## config.mk

```make
export PLATFORM = sky130hd
export DESIGN_NAME = symbol_interleaver
export DESIGN_NICKNAME = d
export VERILOG_FILES = /design/src/rtl/ilv_pkg.sv /design/src/rtl/ilv_addr_gen.sv /design/src/rtl/ilv_sym_buf.sv /design/src/rtl/symbol_interleaver.sv
export SDC_FILE = /design/constraint.sdc
export NUM_CORES = 1
export LEC_CHECK = 0
export BUFFER_PORTS_ARGS = -buffer_cell sky130_fd_sc_hd__buf_2
export CAP_MARGIN = 5
export CELL_PAD_IN_SITES_DETAIL_PLACEMENT = 1
export CELL_PAD_IN_SITES_GLOBAL_PLACEMENT = 2
export CORE_ASPECT_RATIO = 0.75
export CORE_MARGIN = 5
export CORE_UTILIZATION = 30
export DETAILED_ROUTE_END_ITERATION = 12
export PLACE_DENSITY = 0.6
export SLEW_MARGIN = 10
export SYNTH_ARGS = -nofsm -noshare
export SYNTH_HDL_FRONTEND = slang
export SYNTH_SLANG_ARGS = --single-unit
export TNS_END_PERCENT = 5
```

## constraint.sdc

```tcl
create_clock -name clk -period 3.1 [get_ports clk]
set_clock_uncertainty 0.05 [all_clocks]
set_input_delay 0.465 -clock clk [delete_from_list [all_inputs] [get_ports clk]]
set_output_delay 0.465 -clock clk [all_outputs]
set_load 0.05 [all_outputs]
```

## src/rtl/ilv_pkg.sv

```systemverilog
// Shared constants for the symbol interleaver.
// Assumes a 162-symbol frame addressed by 8-bit indices.
package ilv_pkg;
    localparam int IDX_W = 8;
    localparam int N_SYM = 162;
    localparam int CNT_W = $clog2(N_SYM + 1);
    // Sync pattern; the most significant bit is position 0.
    localparam logic [N_SYM-1:0] SYNC_PAT =
        {160'hC08E25E0_2502CD1A_1AA92C6A_2093B347_05301AC6, 2'b00};
endpackage

```

## src/rtl/ilv_addr_gen.sv

```systemverilog
// Address generator: an up-counter whose bit-reversed value is the write
// position. Flags when that reversed value falls inside the frame.
// Assumes the controller steps it only while a frame is being filled.
module ilv_addr_gen #(
    parameter int IDX_W = ilv_pkg::IDX_W,
    parameter int N_SYM = ilv_pkg::N_SYM
) (
    input  logic             clk,
    input  logic             rst_n,
    input  logic             clear_i,
    input  logic             step_i,
    output logic [IDX_W-1:0] pos_o,
    output logic             slot_ok_o
);
    logic [IDX_W-1:0] k_q;
    logic [IDX_W-1:0] rev;

    // Counter: cleared by reset or start, stepped on request.
    always_ff @(posedge clk) begin
        if (!rst_n)       k_q <= '0;
        else if (clear_i) k_q <= '0;
        else if (step_i)  k_q <= k_q + 1'b1;
    end

    // Bit reversal of the counter.
    for (genvar b = 0; b < IDX_W; b++) begin : g_rev
        assign rev[b] = k_q[IDX_W-1-b];
    end

    assign pos_o     = rev;
    assign slot_ok_o = (int'(rev) < N_SYM);

    // the counter never steps past the all-ones value while filling.
    p_no_wrap_r5: assert property (@(posedge clk) disable iff (!rst_n)
        (step_i && !clear_i) |=> (k_q != '0));
endmodule

```

## src/rtl/ilv_sym_buf.sv

```systemverilog
// One-bit-per-position data store, written at scattered positions and
// read at the read position; merges the sync bit into the symbol.
// Assumes write positions are always inside the frame.
module ilv_sym_buf #(
    parameter int IDX_W = ilv_pkg::IDX_W,
    parameter int N_SYM = ilv_pkg::N_SYM,
    parameter logic [N_SYM-1:0] SYNC = ilv_pkg::SYNC_PAT
) (
    input  logic             clk,
    input  logic             rst_n,
    input  logic             we_i,
    input  logic [IDX_W-1:0] waddr_i,
    input  logic             wbit_i,
    input  logic [IDX_W-1:0] raddr_i,
    output logic [1:0]       sym_o
);
    logic [N_SYM-1:0] mem_q;
    logic             sync_bit;

    // Storage: write one data bit per accepted input.
    always_ff @(posedge clk) begin
        if (we_i) mem_q[waddr_i] <= wbit_i;
    end

    // Merge: data bit on top, sync bit below.
    always_comb begin
        sync_bit = SYNC[N_SYM-1-int'(raddr_i)];
        sym_o    = {mem_q[raddr_i], sync_bit};
    end

    // every write lands inside the frame.
    p_waddr_in_range_r2: assert property (@(posedge clk) disable iff (!rst_n)
        we_i |-> (int'(waddr_i) < N_SYM));
    // reads stay inside the frame.
    p_raddr_in_range_r7: assert property (@(posedge clk) disable iff (!rst_n)
        int'(raddr_i) < N_SYM);
endmodule

```

## src/rtl/symbol_interleaver.sv

```systemverilog
// Top: accepts coded bits with a valid/ready handshake, scatters them to
// bit-reversed positions, and reads merged symbols out in order once full.
// Assumes start_i is a single-cycle pulse; reset is synchronous active-low.
module symbol_interleaver #(
    parameter int IDX_W = ilv_pkg::IDX_W,
    parameter int N_SYM = ilv_pkg::N_SYM,
    parameter logic [N_SYM-1:0] SYNC = ilv_pkg::SYNC_PAT
) (
    input  logic       clk,
    input  logic       rst_n,
    input  logic       start_i,
    input  logic       bit_valid_i,
    input  logic       bit_i,
    output logic       bit_ready_o,
    output logic       frame_full_o,
    input  logic       rd_strobe_i,
    output logic [1:0] sym_o
);
    localparam int CNT_W = $clog2(N_SYM + 1);

    logic [CNT_W-1:0] wr_cnt_q;
    logic [IDX_W-1:0] rd_ptr_q;
    logic [IDX_W-1:0] wr_pos;
    logic             slot_ok;
    logic             full;
    logic             accept;
    logic             step;
    logic [1:0]       buf_sym;

    assign full         = (wr_cnt_q == CNT_W'(N_SYM));
    assign bit_ready_o  = !full && slot_ok;
    assign accept       = bit_valid_i && bit_ready_o && !start_i;
    assign step         = !full && (accept || !slot_ok);
    assign frame_full_o = full;
    assign sym_o        = full ? buf_sym : 2'b00;

    ilv_addr_gen #(.IDX_W(IDX_W), .N_SYM(N_SYM)) addr_i (
        .clk      (clk),
        .rst_n    (rst_n),
        .clear_i  (start_i),
        .step_i   (step),
        .pos_o    (wr_pos),
        .slot_ok_o(slot_ok)
    );

    ilv_sym_buf #(.IDX_W(IDX_W), .N_SYM(N_SYM), .SYNC(SYNC)) buf_i (
        .clk    (clk),
        .rst_n  (rst_n),
        .we_i   (accept),
        .waddr_i(wr_pos),
        .wbit_i (bit_i),
        .raddr_i(rd_ptr_q),
        .sym_o  (buf_sym)
    );

    // Write count: number of positions filled in the current frame.
    always_ff @(posedge clk) begin
        if (!rst_n)       wr_cnt_q <= '0;
        else if (start_i) wr_cnt_q <= '0;
        else if (accept)  wr_cnt_q <= wr_cnt_q + 1'b1;
    end

    // Read position: advances per strobe while full, wrapping at the end.
    always_ff @(posedge clk) begin
        if (!rst_n)       rd_ptr_q <= '0;
        else if (start_i) rd_ptr_q <= '0;
        else if (full && rd_strobe_i)
            rd_ptr_q <= (rd_ptr_q == IDX_W'(N_SYM-1)) ? '0 : rd_ptr_q + 1'b1;
    end

    // no bit is taken once the frame is full.
    p_full_no_ready_r6: assert property (@(posedge clk) disable iff (!rst_n)
        frame_full_o |-> !bit_ready_o);
    // full persists until the next start.
    p_full_holds_r6: assert property (@(posedge clk) disable iff (!rst_n)
        (frame_full_o && !start_i) |=> frame_full_o);
    // no symbol is shown before the frame is full.
    p_sym_idle_r7: assert property (@(posedge clk) disable iff (!rst_n)
        !frame_full_o |-> (sym_o == 2'b00));
    // the read position moves only on a strobe.
    p_rd_hold_r7: assert property (@(posedge clk) disable iff (!rst_n)
        (!rd_strobe_i && !start_i) |=> $stable(rd_ptr_q));
    // start empties the frame.
    p_start_clears_r8: assert property (@(posedge clk) disable iff (!rst_n)
        start_i |=> (!frame_full_o && wr_cnt_q == '0 && rd_ptr_q == '0));
    // the write count never exceeds the frame size.
    p_no_overflow_r2: assert property (@(posedge clk) disable iff (!rst_n)
        int'(wr_cnt_q) <= N_SYM);
endmodule

```

# Word-level counts from Yosys, hierarchy flattened
# Memory sizes are Yosys's and may differ from the RTL's.
# Cells that the tools add are included.
# word_totals
register_bits	186
out_inout_bits	4
wordCells	37
latchBits	0
ram_bits	0
rom_bits	256
memories	1
# op_classes
muxes	9
bitwise	1
shifts	0
n_mul	0
n_eq_ne	2
magnitude_cmp	5
reduce_logical	11
n_div	0
add_sub_neg	4
# memory_table
name	depth	width	rd	rd_clocked_by_memory_dff	wr	line_no	source
(name not given)	256	1	1	0	0	ilv_sym_buf.sv:27	sync_bit = SYNC[N_SYM-1-int'(raddr_i)];
# op_table
op	n
162-bit bitwise mux	1
32-bit by 10-bit less-than comparator with 1-bit output (second input constant)	1
8-bit by 1-bit adder with 8-bit output (second input constant)	3
8-bit by 9-bit less-than comparator with 1-bit output (second input constant)	2
8-bit equality test (second input constant)	2
8-bit by 8-bit subtractor with 9-bit output (first input constant)	1
1-bit binary-select mux with 8-bit select	1
1-bit demux with 8-bit select	1
8-bit by 1-bit >= comparator with 1-bit output (second input constant)	1
8-bit less-than comparator (second input constant)	1
8-bit 2-to-1 mux	1
1-bit logical AND	6
1-bit 2-to-1 mux	4
1-bit zero test	3
2-bit 2-to-1 mux	1
2-bit OR reduction	1
1-bit logical OR	1
1-bit inverter	1

# Depth between registers and ports, before layout
# depth
ltp_word	7
depth_mapped	12
depth_no_buf	10

# Hierarchy
# Synthesis repeated with hierarchy kept, for this count alone.
# hier_totals
cells_unflattened	756
area_unflattened_um2	9072.5
# by_module_without_submodules
module	area_each_um2	instances	cells_per_inst
ilv_sym_buf	7826.3	1	617
symbol_interleaver	875.8	1	97
ilv_addr_gen	370.4	1	42

# Worst setup path before layout
# No wires, ideal clock.
# synth_timing
path_type	flip-flop to output port
start	register rd_ptr_q[1]
end	output port sym_o[0]
arrival_time_ns	3.450
slack_ns	-0.865
path_stages_with_launch	11
path_buffers	2
cell_sequence	dfxtp_1 buf_2 clkinv_1 ha_1 buf_2 xor2_1 mux4_2 mux2i_1 o21ai_0 a31oi_1 o21ai_0
# synth_via
elab_chain_cells	5
# synth_rtl
item	line_no	source
start: declaration	symbol_interleaver.sv:22	logic [IDX_W-1:0] rd_ptr_q;
start signal: assignment	symbol_interleaver.sv:68	rd_ptr_q <= (rd_ptr_q == IDX_W'(N_SYM-1)) ? '0 : rd_ptr_q + 1'b1;
8-bit by 8-bit subtractor with 9-bit output	ilv_sym_buf.sv:27	
memory 256 x 1 bit	-	
1-bit 2-to-1 mux (implied by the code) (2 in series)	ilv_sym_buf.sv:27	
2-bit 2-to-1 mux	symbol_interleaver.sv:35	assign sym_o = full ? buf_sym : 2'b00;
end: declaration	symbol_interleaver.sv:17	output logic [1:0] sym_o
# No other way between the ends. The select of a mux whose other input is x is not followed.

# Worst setup path in the final report
# layout_timing
start	register rd_ptr_q[0]
end	output port sym_o[1]
# layout_via
elab_chain_cells	3
# layout_rtl
item	line_no	source
1-bit binary-select mux with 8-bit select	ilv_sym_buf.sv:28	sym_o = {mem_q[raddr_i], sync_bit};
1-bit 2-to-1 mux (implied by the code)	ilv_sym_buf.sv:28	
2-bit 2-to-1 mux	symbol_interleaver.sv:35	
# No other way between the ends. The select of a mux whose other input is x is not followed.

==> impl_metrics.csv <==
group,metric,value,unit
synthesis,synth_seq_cells,186,
routing,top_layer,"met4",
critical_path,timing.rr.start,"wr_cnt_q[0]",
sta,fmax,0.3058,GHz
finish,fill_cells,3138,
clock_network,cts_tree,"yes",
global_routing,grt-ovfl-total,0,
synthesis,syn_nets,759,
sta,grt_setup_unrepaired,"true",
synthesis,synth.largest_area_cell,"edfxtp_1",
place,place_congestion,0.8147,
place,dp_hpwl,17.29,mm
critical_path,required,2.58,ns
status,outcome,"finished, violations left",
synthesis,synth_cells,738,
synthesis,syn-cell-area,0.008894,mm2
synthesis,syn_area_per_cell,12.05,um2
synthesis,ys.flop_type,"edfxtp_1",
sta,tightest_slew,0.7592,ns
critical_path,crit_fanout,8,
clock_network,cts_inserted_buffers,17,
clock_network,ctsHoldBuffers,0,
sta,hold_violations,0,
synthesis,synthTopCellsByCount,"nor2_1 (194), edfxtp_1 (162), mux2i_1 (46)",
global_routing,track_usage,0.1586,
critical_path,crit_path_start_kind,"flip-flop",
sta,fin_crit,3.270,ns
synthesis,ys_seq_area_frac,0.6010,
clock_network,cts_sinks,186,
synthesis,synthDistinctLibCells,54,
worst_hold_path,min_to,"wr_cnt_q[1]",
power,p_leak,0.003178,uW
critical_path,rrSetupSlack,0.25,ns
routing,dr_total_vias,5870,
routing,wl_met1,13.18,mm
finish,syn_to_final_growth,17.85,%
die,dieArea,0.03322,mm2
die,coreArea,0.02919,mm2
power,p_per_area,488.3,mW/mm2
synthesis,async_flop_share,0,
synthesis,synth_top_cell_area_share,0.5470,
sta,fin_crit_sh,1.055,
synthesis,yosysWarnings,0,
clock_network,ctsHtreeMaxLevel,4,
critical_path,reg2reg_depth,9,
routing,vias_per_cell,5.009,
worst_hold_path,worstHoldStart,"bit_valid_i",
global_routing,antenna_found_initial,2,
flow_run,cap_viol_max_count,0,
critical_path,rr_endpoint,"buf_i.mem_q[111]",
synthesis,synth_edf_count,162,
sta,timing.final.ws_setup,-0.1701,ns
routing,wl_met3,964,um
finish,stdcell_count,1172,
critical_path,cp-end-kind,"primary output",
die,die_x,208.8,um
clock_network,clock_path_buffers,2,
routing,met2WireLength,11.51,mm
synthesis,yosysMostFrequentCell,"nor2_1",
global_routing,grt_pass1_wl,39.34,mm
sta,slew_violations,0,
global_routing,grt_pass1_vias,6208,
global_routing,grt_max_degree,76,
sta,relSlewSlack,0.4938,
clock_network,clock_latency,0.46,ns
sta,final-setup-viol-count,2,
clock_network,clock_tree.root_cell,"clkbuf_16",
sta,finalSetupTns,-0.2613,ns
place,portBuffers,9,
place,dp_cells,1131,
routing,wire_per_inst,22.18,um
die,chipHeight,159.1,um
routing,routed_wl,25.99,mm
routing,ant_nets,0,
die,initial_core_util,0.3047,
worst_hold_path,min_path_type,"input pin to flip-flop",
die,io_pins,10,
worst_hold_path,whs_path_depth,2,
synthesis,synth_area_leaders,"edfxtp_1 (55%), nor2_1 (8.2%), mux4_2 (5.8%)",
routing,drt_first_iter_violations,442,
critical_path,criticalPathCategory,"flip-flop to primary output",
finish,drive_gt1_frac,0.2080,
power,ir_drop,0.3883,mV
routing,drc,0,
status,violations,"negative setup slack",
finish,finalNetCount,787,
die,fp-row-count,54,
clock_network,clkTransAtPathRegs,0.07,ns
critical_path,critPathArrivalTime,2.76,ns
routing,first_pass_iters,5,
[state kept, by name, indices dropped and copies added, names as in the netlist]
register / cells
addr_i.k_q: 8
wr_cnt_q: 8
rd_ptr_q: 8
buf_i.mem_q: 162
[placed cells by master (no fill, tap or decap), drive strengths merged, types with 3 or more instances in the layout]
| cell type | count |
|---|---|
| edfxtp | 162 |
| mux2 | 4 |
| dfxtp | 24 |
| nand2b | 7 |
| and3 | 5 |
| inv | 19 |
| o22ai | 4 |
| nor3b | 3 |
| o21ai | 7 |
| a21oi | 14 |
| nand2 | 56 |
| ha | 15 |
| nor2 | 196 |
| mux4 | 23 |
| nand3 | 10 |
| clkbuf | 17 |
| a22oi | 18 |
| and2 | 6 |
| nor2b | 12 |
| clkinvlp | 4 |
| nand4 | 7 |
| buf | 49 |
| a311oi | 3 |
| o211ai | 5 |
| xor2 | 14 |
| mux2i | 46 |
| clkinv | 4 |
| nor3 | 3 |
| or3 | 3 |
| xnor2 | 14 |
[layer usage]
metal | vias up | global-route usage
met5 | - | 0
met4 | 0 | 0.04210
met3 | 20 | 0.03309
met2 | 99 | 0.2375
met1 | 3050 | 0.2344
li1 | 2701 | -
[worst max path at each step]
stage,start,endpoint,slack (ns),cells past startpoint
2_1_floorplan,rd_ptr_q[2],sym_o[0],0.006,11
3_3_place_gp,rd_ptr_q[0],sym_o[1],0.11,9
3_5_place_dp,rd_ptr_q[0],sym_o[1],0.10,9
4_1_cts,rd_ptr_q[0],sym_o[1],-0.22,9
5_1_grt,rd_ptr_q[0],sym_o[1],-0.25,10
6_report,rd_ptr_q[0],sym_o[1],-0.17,10
[worst max-delay path: stages (launching register included)]
cell	delay, ns
dfxtp_4	0.39
buf_12	0.16
buf_12	0.12
mux4_2	0.48
mux2_4	0.30
o22ai_4	0.18
o311ai_4	0.12
o31ai_4	0.11
nor4_2	0.07
a21o_1	0.21
buf_6	0.16
[area by class of cell]
class                   instances  area (um2)  share of cell area
flip-flops and latches        186        5356              0.5110
multi-input cells             497        3490              0.3329
well taps                     392       490.5             0.04679
repair buffers                 50       459.2             0.04381
clock buffers                  17       425.4             0.04059
clock inverters                15       196.4             0.01874
inverters                      14       61.31            0.005849
diodes                          1       2.502           0.0002387
[kinds of logic (layout without fill, tap and decap cells)]
group           after synthesis  after routing  synth area share
flops                       186            186            0.6010
compound gates               69             69           0.05346
xor+xnor                     28             28           0.02758
buf+inv                      55             96           0.02687
mux                          73             73            0.1151
simple gates                312            312            0.1549
other cells                   0              1                 0
fa+ha+maj                    15             15           0.02110
[stage by stage]
step / setup WS (ns) / cell area, um2 / hold WS, ns / util / total power, uW
after global placement: 0.1104 / 9578 / 0.4383 / 0.3281 / 2846
after detailed placement: 0.1025 / 9578 / 0.4483 / 0.3281 / 2852
after global routing: -0.2514 / 10480 / 0.2061 / 0.3591 / 5272
after floorplan: 0.005998 / 8932 / 0.4210 / - / 2801
after CTS: -0.2166 / 10360 / 0.1871 / 0.3551 / 5170
final: -0.1701 / 10480 / 0.2122 / 0.3591 / 5118
[repair_timing]
action,in CTS,in global routing
setup buffers,3,4
resized for setup,27,16
endpoints found under the setup margin,2,14
pin swaps,6,1
cloned,1,0
[power by group]
part           internal [uW]  switching (uW)  leakage [uW]  total, uW
Sequential              2710            1.75       0.00165       2720
Combinational           17.1            60.8       0.00123       77.9
Clock                   1230            1090      0.000298       2320
Total                   3970            1150       0.00318       5120
Power figures use the tool's default switching activity.
